<file path="config.mk">
export PLATFORM = sky130hd
export DESIGN_NAME = defl_i2c_adj_regs
export DESIGN_NICKNAME = d
export VERILOG_FILES = /design/src/rtl/defl_i2c_pkg.sv /design/src/rtl/i2c_line_filter.sv /design/src/rtl/i2c_target_fsm.sv /design/src/rtl/defl_adj_regfile.sv /design/src/rtl/defl_i2c_adj_regs.sv
export SDC_FILE = /design/constraint.sdc
export NUM_CORES = 1
export LEC_CHECK = 0
export ABC_AREA = 0
export BUFFER_PORTS_ARGS = -buffer_cell sky130_fd_sc_hd__buf_2
export CAP_MARGIN = 25
export CORE_MARGIN = 2
export CORE_UTILIZATION = 30
export CTS_CLUSTER_SIZE = 25
export DETAILED_ROUTE_END_ITERATION = 8
export GPL_TIMING_DRIVEN = 0
export SLEW_MARGIN = 0
export SYNTH_ARGS = -nofsm -noshare
export SYNTH_HDL_FRONTEND = slang
export SYNTH_HIERARCHICAL = 1
export SYNTH_SLANG_ARGS = --single-unit
</file>
<file path="constraint.sdc">
create_clock -name clk -period 5.6 [get_ports clk]
set_clock_uncertainty 0.15 [all_clocks]
set_input_delay 1.12 -clock clk [delete_from_list [all_inputs] [get_ports clk]]
set_output_delay 1.12 -clock clk [all_outputs]
set_load 0.01 [all_outputs]
</file>
<file path="src/rtl/defl_i2c_pkg.sv">
package defl_i2c_pkg;

  typedef enum logic [1:0] {
    ST_IDLE,
    ST_RX,
    ST_RX_ACK,
    ST_TX
  } tgt_state_e;

  typedef enum logic [1:0] {
    K_ADDR,
    K_SUB,
    K_DATA
  } byte_kind_e;

  // Reset value of a register: adjustments sit at mid-scale, flags off.
  function automatic logic [7:0] reg_default(int unsigned idx, int unsigned n_adj);
    return (idx < n_adj) ? 8'h80 : 8'h00;
  endfunction

  // Number of stored bits in register idx (only the last flag register is partial).
  function automatic int unsigned reg_width(int unsigned idx, int unsigned n_adj,
                                            int unsigned n_ctrl_bits);
    int unsigned lo;
    if (idx < n_adj) return 8;
    lo = (idx - n_adj) * 8;
    if (n_ctrl_bits >= lo + 8) return 8;
    return n_ctrl_bits - lo;
  endfunction

  // Status reply layout, MSB first on the wire.
  function automatic logic [7:0] pack_status(logic hlock, logic vlock, logic xray,
                                             logic hpol, logic vpol, logic [2:0] sync);
    return {hlock, vlock, xray, hpol, vpol, sync};
  endfunction

endpackage

</file>
<file path="src/rtl/i2c_line_filter.sv">
module i2c_line_filter #(
  parameter int unsigned FILT_CYCLES = 16
) (
  input  logic clk,
  input  logic rst_n,
  input  logic line_i,
  output logic line_o
);
  localparam int unsigned CW = $clog2(FILT_CYCLES + 1);

  logic [1:0]    sync_q;
  logic          filt_q;
  logic [CW-1:0] cnt_q;
  logic          differs;

  assign differs = sync_q[1] != filt_q;

  always_ff @(posedge clk or negedge rst_n) begin
    if (!rst_n) begin
      sync_q <= 2'b11;
      filt_q <= 1'b1;
      cnt_q  <= '0;
    end else begin
      sync_q <= {sync_q[0], line_i};
      if (!differs) begin
        cnt_q <= '0;
      end else if (cnt_q == CW'(FILT_CYCLES - 1)) begin
        filt_q <= sync_q[1];
        cnt_q  <= '0;
      end else begin
        cnt_q <= cnt_q + CW'(1);
      end
    end
  end

  assign line_o = filt_q;
endmodule

</file>
<file path="src/rtl/i2c_target_fsm.sv">
module i2c_target_fsm
  import defl_i2c_pkg::*;
#(
  parameter logic [6:0] DEV_ADDR = 7'h46
) (
  input  logic       clk,
  input  logic       rst_n,
  input  logic       clr,
  input  logic       scl_f,
  input  logic       sda_f,
  input  logic [7:0] status_i,
  output logic       sda_oe_o,
  output logic       start_o,
  output logic       stop_o,
  output logic       wr_en_o,
  output logic [7:0] wr_addr_o,
  output logic [7:0] wr_data_o
);
  tgt_state_e state_q;
  byte_kind_e kind_q;
  logic       scl_q, sda_q;
  logic [3:0] bitcnt_q;
  logic [7:0] shreg_q, txsh_q, ptr_q;
  logic       rd_q, oe_q;
  logic       scl_rise, scl_fall, addr_hit, byte_done;

  assign scl_rise  = scl_f & ~scl_q;
  assign scl_fall  = ~scl_f & scl_q;
  assign start_o   = scl_f & scl_q & sda_q & ~sda_f;
  assign stop_o    = scl_f & scl_q & ~sda_q & sda_f;
  assign addr_hit  = shreg_q[7:1] == DEV_ADDR;
  assign byte_done = scl_fall && (bitcnt_q == 4'd8);

  always_ff @(posedge clk or negedge rst_n) begin
    if (!rst_n) begin
      scl_q <= 1'b1;
      sda_q <= 1'b1;
    end else begin
      scl_q <= scl_f;
      sda_q <= sda_f;
    end
  end

  always_ff @(posedge clk or negedge rst_n) begin
    if (!rst_n) begin
      state_q   <= ST_IDLE;
      kind_q    <= K_ADDR;
      bitcnt_q  <= '0;
      shreg_q   <= '0;
      txsh_q    <= '0;
      ptr_q     <= '0;
      rd_q      <= 1'b0;
      oe_q      <= 1'b0;
      wr_en_o   <= 1'b0;
      wr_addr_o <= '0;
      wr_data_o <= '0;
    end else begin
      wr_en_o <= 1'b0;
      if (clr) begin
        state_q <= ST_IDLE;
        oe_q    <= 1'b0;
      end else if (start_o) begin
        state_q  <= ST_RX;
        kind_q   <= K_ADDR;
        bitcnt_q <= '0;
        oe_q     <= 1'b0;
      end else if (stop_o) begin
        state_q <= ST_IDLE;
        oe_q    <= 1'b0;
      end else begin
        unique case (state_q)
          ST_RX: begin
            if (scl_rise && bitcnt_q != 4'd8) begin
              shreg_q  <= {shreg_q[6:0], sda_f};
              bitcnt_q <= bitcnt_q + 4'd1;
            end else if (byte_done) begin
              bitcnt_q <= '0;
              unique case (kind_q)
                K_ADDR: begin
                  if (addr_hit) begin
                    oe_q    <= 1'b1;
                    state_q <= ST_RX_ACK;
                    rd_q    <= shreg_q[0];
                    txsh_q  <= status_i;
                  end else begin
                    state_q <= ST_IDLE;
                  end
                end
                K_SUB: begin
                  ptr_q   <= shreg_q;
                  oe_q    <= 1'b1;
                  state_q <= ST_RX_ACK;
                end
                default: begin
                  wr_en_o   <= 1'b1;
                  wr_addr_o <= ptr_q;
                  wr_data_o <= shreg_q;
                  ptr_q     <= ptr_q + 8'd1;
                  oe_q      <= 1'b1;
                  state_q   <= ST_RX_ACK;
                end
              endcase
            end
          end
          ST_RX_ACK: begin
            if (scl_fall) begin
              if (kind_q == K_ADDR && rd_q) begin
                state_q  <= ST_TX;
                oe_q     <= ~txsh_q[7];
                bitcnt_q <= '0;
              end else begin
                oe_q    <= 1'b0;
                state_q <= ST_RX;
                kind_q  <= (kind_q == K_ADDR) ? K_SUB : K_DATA;
              end
            end
          end
          ST_TX: begin
            if (scl_rise) begin
              bitcnt_q <= bitcnt_q + 4'd1;
            end else if (byte_done) begin
              oe_q    <= 1'b0;
              state_q <= ST_IDLE;
            end else if (scl_fall) begin
              txsh_q <= {txsh_q[6:0], 1'b0};
              oe_q   <= ~txsh_q[6];
            end
          end
          default: ;
        endcase
      end
    end
  end

  assign sda_oe_o = oe_q;
endmodule

</file>
<file path="src/rtl/defl_adj_regfile.sv">
module defl_adj_regfile
  import defl_i2c_pkg::*;
#(
  parameter int unsigned NUM_ADJ       = 14,
  parameter int unsigned NUM_CTRL_BITS = 17,
  parameter int unsigned NUM_REGS      = 17
) (
  input  logic                       clk,
  input  logic                       rst_n,
  input  logic                       clr,
  input  logic                       wr_en,
  input  logic [7:0]                 wr_addr,
  input  logic [7:0]                 wr_data,
  output logic [NUM_ADJ*8-1:0]       adj_o,
  output logic [NUM_CTRL_BITS-1:0]   ctrl_o
);
  localparam int unsigned TOTAL_BITS = NUM_ADJ * 8 + NUM_CTRL_BITS;

  logic [TOTAL_BITS-1:0] store_flat;

  for (genvar i = 0; i < NUM_REGS; i++) begin : g_reg
    localparam int unsigned W   = reg_width(i, NUM_ADJ, NUM_CTRL_BITS);
    localparam logic [7:0]  DEF = reg_default(i, NUM_ADJ);
    logic [W-1:0] q;
    always_ff @(posedge clk or negedge rst_n) begin
      if (!rst_n)                               q <= DEF[W-1:0];
      else if (clr)                             q <= DEF[W-1:0];
      else if (wr_en && wr_addr == 8'(i))       q <= wr_data[W-1:0];
    end
    assign store_flat[i*8 +: W] = q;
  end

  assign adj_o  = store_flat[0 +: NUM_ADJ*8];
  assign ctrl_o = store_flat[NUM_ADJ*8 +: NUM_CTRL_BITS];
endmodule

</file>
<file path="src/rtl/defl_i2c_adj_regs.sv">
module defl_i2c_adj_regs
  import defl_i2c_pkg::*;
#(
  parameter logic [6:0]  DEV_ADDR      = 7'h46,
  parameter int unsigned NUM_ADJ       = 14,
  parameter int unsigned NUM_CTRL_BITS = 17,
  parameter int unsigned FILT_CYCLES   = 16
) (
  input  logic                     clk,
  input  logic                     rst_n,
  input  logic                     supply_ok,
  input  logic                     scl_in,
  input  logic                     sda_in,
  output logic                     sda_oe,
  input  logic                     st_hlock,
  input  logic                     st_vlock,
  input  logic                     st_xray,
  input  logic                     st_hpol,
  input  logic                     st_vpol,
  input  logic [2:0]               st_sync,
  output logic [NUM_ADJ*8-1:0]     adj_bus,
  output logic [NUM_CTRL_BITS-1:0] ctrl_bits
);
  localparam int unsigned NUM_CTRL_REGS = (NUM_CTRL_BITS + 7) / 8;
  localparam int unsigned NUM_REGS      = NUM_ADJ + NUM_CTRL_REGS;

  logic [1:0] raw_lines, filt_lines;
  logic       scl_f, sda_f;
  logic       start_det, stop_det;
  logic       wr_en;
  logic [7:0] wr_addr, wr_data;
  logic       sda_oe_raw;
  logic [7:0] status_byte;
  logic       clr;

  assign raw_lines = {sda_in, scl_in};
  for (genvar k = 0; k < 2; k++) begin : g_filt
    i2c_line_filter #(.FILT_CYCLES(FILT_CYCLES)) u_filt (
      .clk    (clk),
      .rst_n  (rst_n),
      .line_i (raw_lines[k]),
      .line_o (filt_lines[k])
    );
  end
  assign scl_f = filt_lines[0];
  assign sda_f = filt_lines[1];

  assign clr         = ~supply_ok;
  assign status_byte = pack_status(st_hlock, st_vlock, st_xray, st_hpol, st_vpol, st_sync);

  i2c_target_fsm #(.DEV_ADDR(DEV_ADDR)) u_fsm (
    .clk       (clk),
    .rst_n     (rst_n),
    .clr       (clr),
    .scl_f     (scl_f),
    .sda_f     (sda_f),
    .status_i  (status_byte),
    .sda_oe_o  (sda_oe_raw),
    .start_o   (start_det),
    .stop_o    (stop_det),
    .wr_en_o   (wr_en),
    .wr_addr_o (wr_addr),
    .wr_data_o (wr_data)
  );

  defl_adj_regfile #(
    .NUM_ADJ       (NUM_ADJ),
    .NUM_CTRL_BITS (NUM_CTRL_BITS),
    .NUM_REGS      (NUM_REGS)
  ) u_regs (
    .clk     (clk),
    .rst_n   (rst_n),
    .clr     (clr),
    .wr_en   (wr_en),
    .wr_addr (wr_addr),
    .wr_data (wr_data),
    .adj_o   (adj_bus),
    .ctrl_o  (ctrl_bits)
  );

  assign sda_oe = sda_oe_raw & supply_ok;
endmodule

</file>
# Word level (Yosys, flattened, before mapping)
# Cells that the tools add are included.
dict set report word_totals {
  register_bits 198
  input_bits 13
  output_inout_bits 130
  word_cells 255
}
dict set report classes {
  addsub 4
  eq_ne 65
  mux 93
  bitwise_logic 19
  n_reduce_logical 38
}
# operator n
set op_table {}
lappend op_table {{8-bit 2-to-1 mux} 39}
lappend op_table {{8-bit by 4-bit equality test with 1-bit output (second input constant)} 8}
lappend op_table {{2-bit by 1-bit != test with 1-bit output (second input constant)} 21}
lappend op_table {{2-bit 2-to-1 mux} 17}
lappend op_table {{8-bit by 3-bit equality test with 1-bit output (second input constant)} 4}
lappend op_table {{8-bit case mux with 2 select lines} 2}
lappend op_table {{4-bit 2-to-1 mux} 7}
lappend op_table {{7-bit AND reduction} 4}
lappend op_table {{1-bit 2-to-1 mux} 21}
lappend op_table {{1-bit logical AND} 20}
lappend op_table {{5-bit 2-to-1 mux} 4}
lappend op_table {{8-bit by 2-bit equality test with 1-bit output (second input constant)} 2}
lappend op_table {{5-bit by 4-bit != test with 1-bit output (second input constant)} 3}
lappend op_table {{4-bit case mux with 3 select lines} 1}
lappend op_table {{1-bit inverter} 11}
lappend op_table {{11-bit AND reduction} 1}
lappend op_table {{5-bit by 1-bit adder with 5-bit output (second input constant)} 2}
lappend op_table {{5-bit by 4-bit equality test with 1-bit output (second input constant)} 2}
lappend op_table {{2-bit != test (second input constant)} 5}
lappend op_table {{5-bit != test (second input constant)} 2}
lappend op_table {{5-bit AND reduction} 2}
lappend op_table {{3-bit by 2-bit != test with 1-bit output (second input constant)} 3}
lappend op_table {{8-bit by 1-bit adder with 8-bit output (second input constant)} 1}
lappend op_table {{1-bit bitwise AND} 8}
lappend op_table {{23 further kinds} 29}

# Depth between registers and ports, before layout
dict set report logic_depth {
  word_depth 9
  depth_mapped 8
  depth_no_buf 7
}

# Modules after synthesis
# The synthesis kept the hierarchy.
# module n_inst cells_each area_each_um2 seq_area_each_um2
set by_module_without_submodules {}
lappend by_module_without_submodules {defl_adj_regfile 1 462 5915.7 3245.6}
lappend by_module_without_submodules {i2c_target_fsm 1 253 2951.6 1328.8}
lappend by_module_without_submodules {i2c_line_filter 2 22 304.0 203.9}
lappend by_module_without_submodules {defl_i2c_adj_regs 1 2 10.0 0.0}

# Worst setup path after synthesis
# Ideal clock, no wire load.
dict set report synth_path {
  path_type {input to register}
  from {input port supply_ok}
  to {register u_fsm.wr_addr_o[0]}
  arrival_time_ns 2.412
  t_required_ns 5.325
  path_slack_ns 2.913
  path_stages 7
  path_cell_list {inv_1 clkbuf_1 a31oi_4 and3_4 nand2_4 buf_6 mux2_4}
}
dict set report synth_between {
  elab_chain_cells 1
}
# element line
set synth_lines {}
lappend synth_lines {{start, declared} defl_i2c_adj_regs.sv:11} ;# input logic supply_ok,
lappend synth_lines {{7-bit AND reduction (no line)} --}
lappend synth_lines {{end signal, assigned} i2c_target_fsm.sv:96} ;# wr_addr_o <= ptr_q;
lappend synth_lines {{end, declared} i2c_target_fsm.sv:16} ;# output logic [7:0] wr_addr_o,
# Every way passes these cells.
# A chain may end at the register's enable or synchronous reset.

# Worst setup path after layout
dict set report layout_path {
  from {input port supply_ok}
  to {register u_regs.g_reg[9].q[2]}
}
dict set report layout_between {
  elab_chain_cells 1
}
# element line
set layout_lines {}
lappend layout_lines {{2-bit by 1-bit != test with 1-bit output (no line) or 8-bit 2-to-1 mux (tied branches)} --}
lappend layout_lines {{end signal, assigned} defl_adj_regfile.sv:26} ;# if (!rst_n) q <= DEF[W-1:0];
lappend layout_lines {{end signal, assigned} defl_adj_regfile.sv:27} ;# else if (clr) q <= DEF[W-1:0];
lappend layout_lines {{end signal, assigned} defl_adj_regfile.sv:28} ;# else if (wr_en && wr_addr == 8'(i)) q <= wr_data[W-1:0];
lappend layout_lines {{end, declared} defl_adj_regfile.sv:24} ;# logic [W-1:0] q;
# Several ways; a longest one is shown, not always the timed one.

==> impl_metrics.json <==
{
  "fp.dieW_um": 181.8,
  "root_buffer": "clkbuf_16",
  "die-area_mm2": 0.03306,
  "synth-seq-cells": 198,
  "htree_levels": 4,
  "startpoint_type": "input port",
  "power_density_mw_per_mm2": 246.6,
  "synth_top_cell_area_share": 0.4643,
  "ctsHoldBuffers": 0,
  "netlist_top_cells_count": "176 x dfrtp_1, 132 x mux2i_1, 128 x nand2b_1",
  "final_hold_viol_count": 0,
  "grt-ovfl-total": 0,
  "finalSetupViolCount": 0,
  "initial_core_util": 0.3029,
  "status": "completed",
  "final_area_mm2": 0.01133,
  "first_global_vias": 6083,
  "grt_usage": 0.1379,
  "fmax_mhz": 323.6,
  "relSlewSlack": 0.3704,
  "ys_seq_area_frac": 0.5253,
  "drive_gt1_frac": 0.3120,
  "synth_edf_count": 0,
  "grt_max_degree": 121,
  "cp.arrival_ns": 3.21,
  "grt_pass1_wl_um": 35420,
  "cp_max_fo": 10,
  "postCtsResizedCells": 0,
  "yosys.cell_count.top_type": "dfrtp_1",
  "power_frac_clock": 0.452,
  "synth_cell_types": 71,
  "cp-end-kind": "register",
  "combPwrFrac": 0.031,
  "p_switching_mw": 0.6529,
  "synthXorXnorAreaFrac": 0.006464,
  "hold_path_class": "register to register",
  "dr.first_iter.drc_count": 261,
  "p_sw_frac": 0.2336,
  "pwr-share-seq": 0.517,
  "drcViolationCount": 0,
  "synth_cells": 761,
  "synth_compound_area_frac": 0.04168,
  "drt_pass1_iterations": 5,
  "antenna_found_initial": 0,
  "synth_fp_nets": 782,
  "critical_path_class": "input port to register",
  "layout_min_cycle_time_ns": 3.090,
  "reg2regPathDepth": 8,
  "cts_num_sinks": 198,
  "io_pins": 143,
  "wl_um": 22220,
  "gp_congestion": 0.8140,
  "clkLatencyLatePin_ns": 0.44,
  "cts_buffers": 17,
  "hpwl_um": 15030,
  "drv_cap": 0,
  "diodes": 0,
  "syn_to_final_growth_pct": 19.47,
  "postCtsSetupBuffers": 0,
  "rows": 65,
  "ys_top_cells_by_area": "dfrtp_1 46%, mux2i_1 14%, nand2b_1 8.4%",
  "worst-endpoint-required_ns": 5.72,
  "min_period_over_period": 0.5518,
  "synth_warnings": 6,
  "numPortBuffers": 142,
  "slew_viol_final": 0,
  "grt_setup_unrepaired": "false",
  "n_fill_cell": 3101,
  "via_per_inst": 4.576,
  "synth.largest_area_cell": "dfrtp_1",
  "clk_pin_slew_worst_paths_ns": 0.07,
  "core_mm2": 0.03131,
  "ys_async_sr_fraction": 1.000,
  "synth-main-ff-cell": "dfrtp_1",
  "die_y_um": 181.8,
  "synthSimpleGateAreaFrac": 0.1845,
  "fin_setup_tns_ns": 0,
  "p_leak_nw": 6.067,
  "dpl_cell_area_mm2": 0.01074,
  "synth-adder-area-share": 0.01055,
  "ir_drop_uv": 191.7,
  "cts_buffer_depth": 2,
  "tritoncts": "yes",
  "vias": 6123,
  "synth_mux_area_frac": 0.1998,
  "post_synth.cell_area_avg_um2": 12.46,
  "whs_path_depth": 0,
  "synth_top_family_by_area": "multiplexers",
  "avgRoutedWirePerCell_um": 16.61,
  "nets": 944,
  "internal_power_mw": 2.142,
  "synth_area_mm2": 0.009485,
  "detail-route-antenna-nets": 0,
  "tightest_slew_ns": 0.9443
}
## metrics by stage
step                setup slack (ns)    util  instances  hold slack [ns]  total power [mW]
global route                   2.374  0.3619       1338           0.2164             2.917
global placement             -0.2408  0.3417       1305           0.1970             1.559
detailed placement             2.032  0.3429       1306           0.1978             1.562
CTS                            2.491  0.3619       1338           0.2125             2.851
finish                         2.510  0.3619       1338           0.2049             2.795
floorplan                      2.913       -        761           0.1952             1.512
## per-layer routing
layer  global-route usage  vias to the layer above  wire length (µm)  part of all wire
met5                    0                        -                 0                 0
met4              0.03902                        0               218            0.0098
met3              0.02607                       14               737             0.033
met2               0.2190                      108             10460              0.47
met1               0.1920                     3059             10810              0.49
li1                     -                     2942                 -                 -
## critical path, stage by stage
cell,delay (ns)
buf_2,0.10
inv_1,0.19
clkbuf_1,0.39
nand2b_1,0.16
clkbuf_1,0.33
clkbuf_1,0.75
mux2i_1,0.15
## cell usage in the layout, fill, tap and decap left out, types with 3 or more instances in the layout
master,count
nand3_4,9
o21ai_1,3
nor2_1,40
buf_2,144
mux2_4,18
and2_1,5
nor2b_1,6
nand4_1,4
a21oi_1,9
inv_6,5
a31oi_1,3
mux2_2,25
nand3_1,10
xor2_1,7
nand3_2,5
clkbuf_16,17
dfrtp_1,176
buf_4,5
dfstp_2,22
ha_1,8
mux2i_1,132
nand4_4,4
inv_1,13
nand2_1,11
clkinv_2,3
buf_6,5
nand3b_1,3
clkbuf_1,36
and3_1,3
nand2b_1,128
o21ai_0,10
a32o_1,3
## cell type report
cell class	count	area (µm²)	share of cell area
buffer	51	251.5	0.02219
clock buffer	17	425.4	0.03754
clock inverter	15	170.2	0.01502
inverter	13	48.80	0.004306
multi-input combinational	499	4203	0.3709
sequential	198	4982	0.4397
tap	402	503.0	0.04439
timing repair buffer	143	748.2	0.06603
## power by group through the flow
stage	registers (mW)	logic, mW	clock network (mW)
finish	1.44	0.0873	1.26
global route	1.45	0.0997	1.37
CTS	1.44	0.0906	1.32
detailed placement	1.47	0.0904	0
global placement	1.47	0.0865	0
floorplan	1.47	0.0409	0
## cell families (layout without fill, tap and decap cells)
kind of cell	count (synthesis)	count (layout)
fa+ha+maj	8	8
xor+xnor	7	7
simple gates	256	256
flops	198	198
buf+inv	64	239
compound gates	51	51
mux	177	177
## flip-flops by register name, indices dropped and copies added, names as in the netlist, 2 cells and up
name,cells
g_filt.u_filt/cnt_q,10
g_filt.u_filt/line_o,2
g_filt.u_filt/sync_q,4
u_fsm/bitcnt_q,4
u_fsm/kind_q,2
u_fsm/ptr_q,8
u_fsm/shreg_q,8
u_fsm/state_q,2
u_fsm/txsh_q,8
u_fsm/wr_addr_o,8
u_fsm/wr_data_o,8
u_regs/g.q,129
## worst paths after layout
| check | slack [ns] | start | endpoint |
|---|---|---|---|
| min in group asynchronous | 0.51 | rst_n | u_fsm/txsh_q[3]$_DFFE_PN0P_ |
| setup / recovery | 2.51 | supply_ok | u_regs/g_reg[9].q[2]$_DFFE_PN0P_ |
| setup reg to reg | 3.27 | u_fsm/bitcnt_q[0]$_DFFE_PN0P_ | u_fsm/wr_data_o[1]$_DFFE_PN0P_ |
| hold / removal | 0.20 | g_filt[0].u_filt/sync_q[0]$_DFF_PN1_ | g_filt[0].u_filt/sync_q[1]$_DFF_PN1_ |
| hold reg to reg | 0.20 | g_filt[0].u_filt/sync_q[0]$_DFF_PN1_ | g_filt[0].u_filt/sync_q[1]$_DFF_PN1_ |
| max in group asynchronous | 3.73 | rst_n | u_regs/g_reg[9].q[0]$_DFFE_PN0P_ |
Power figures use the tool's default switching activity.
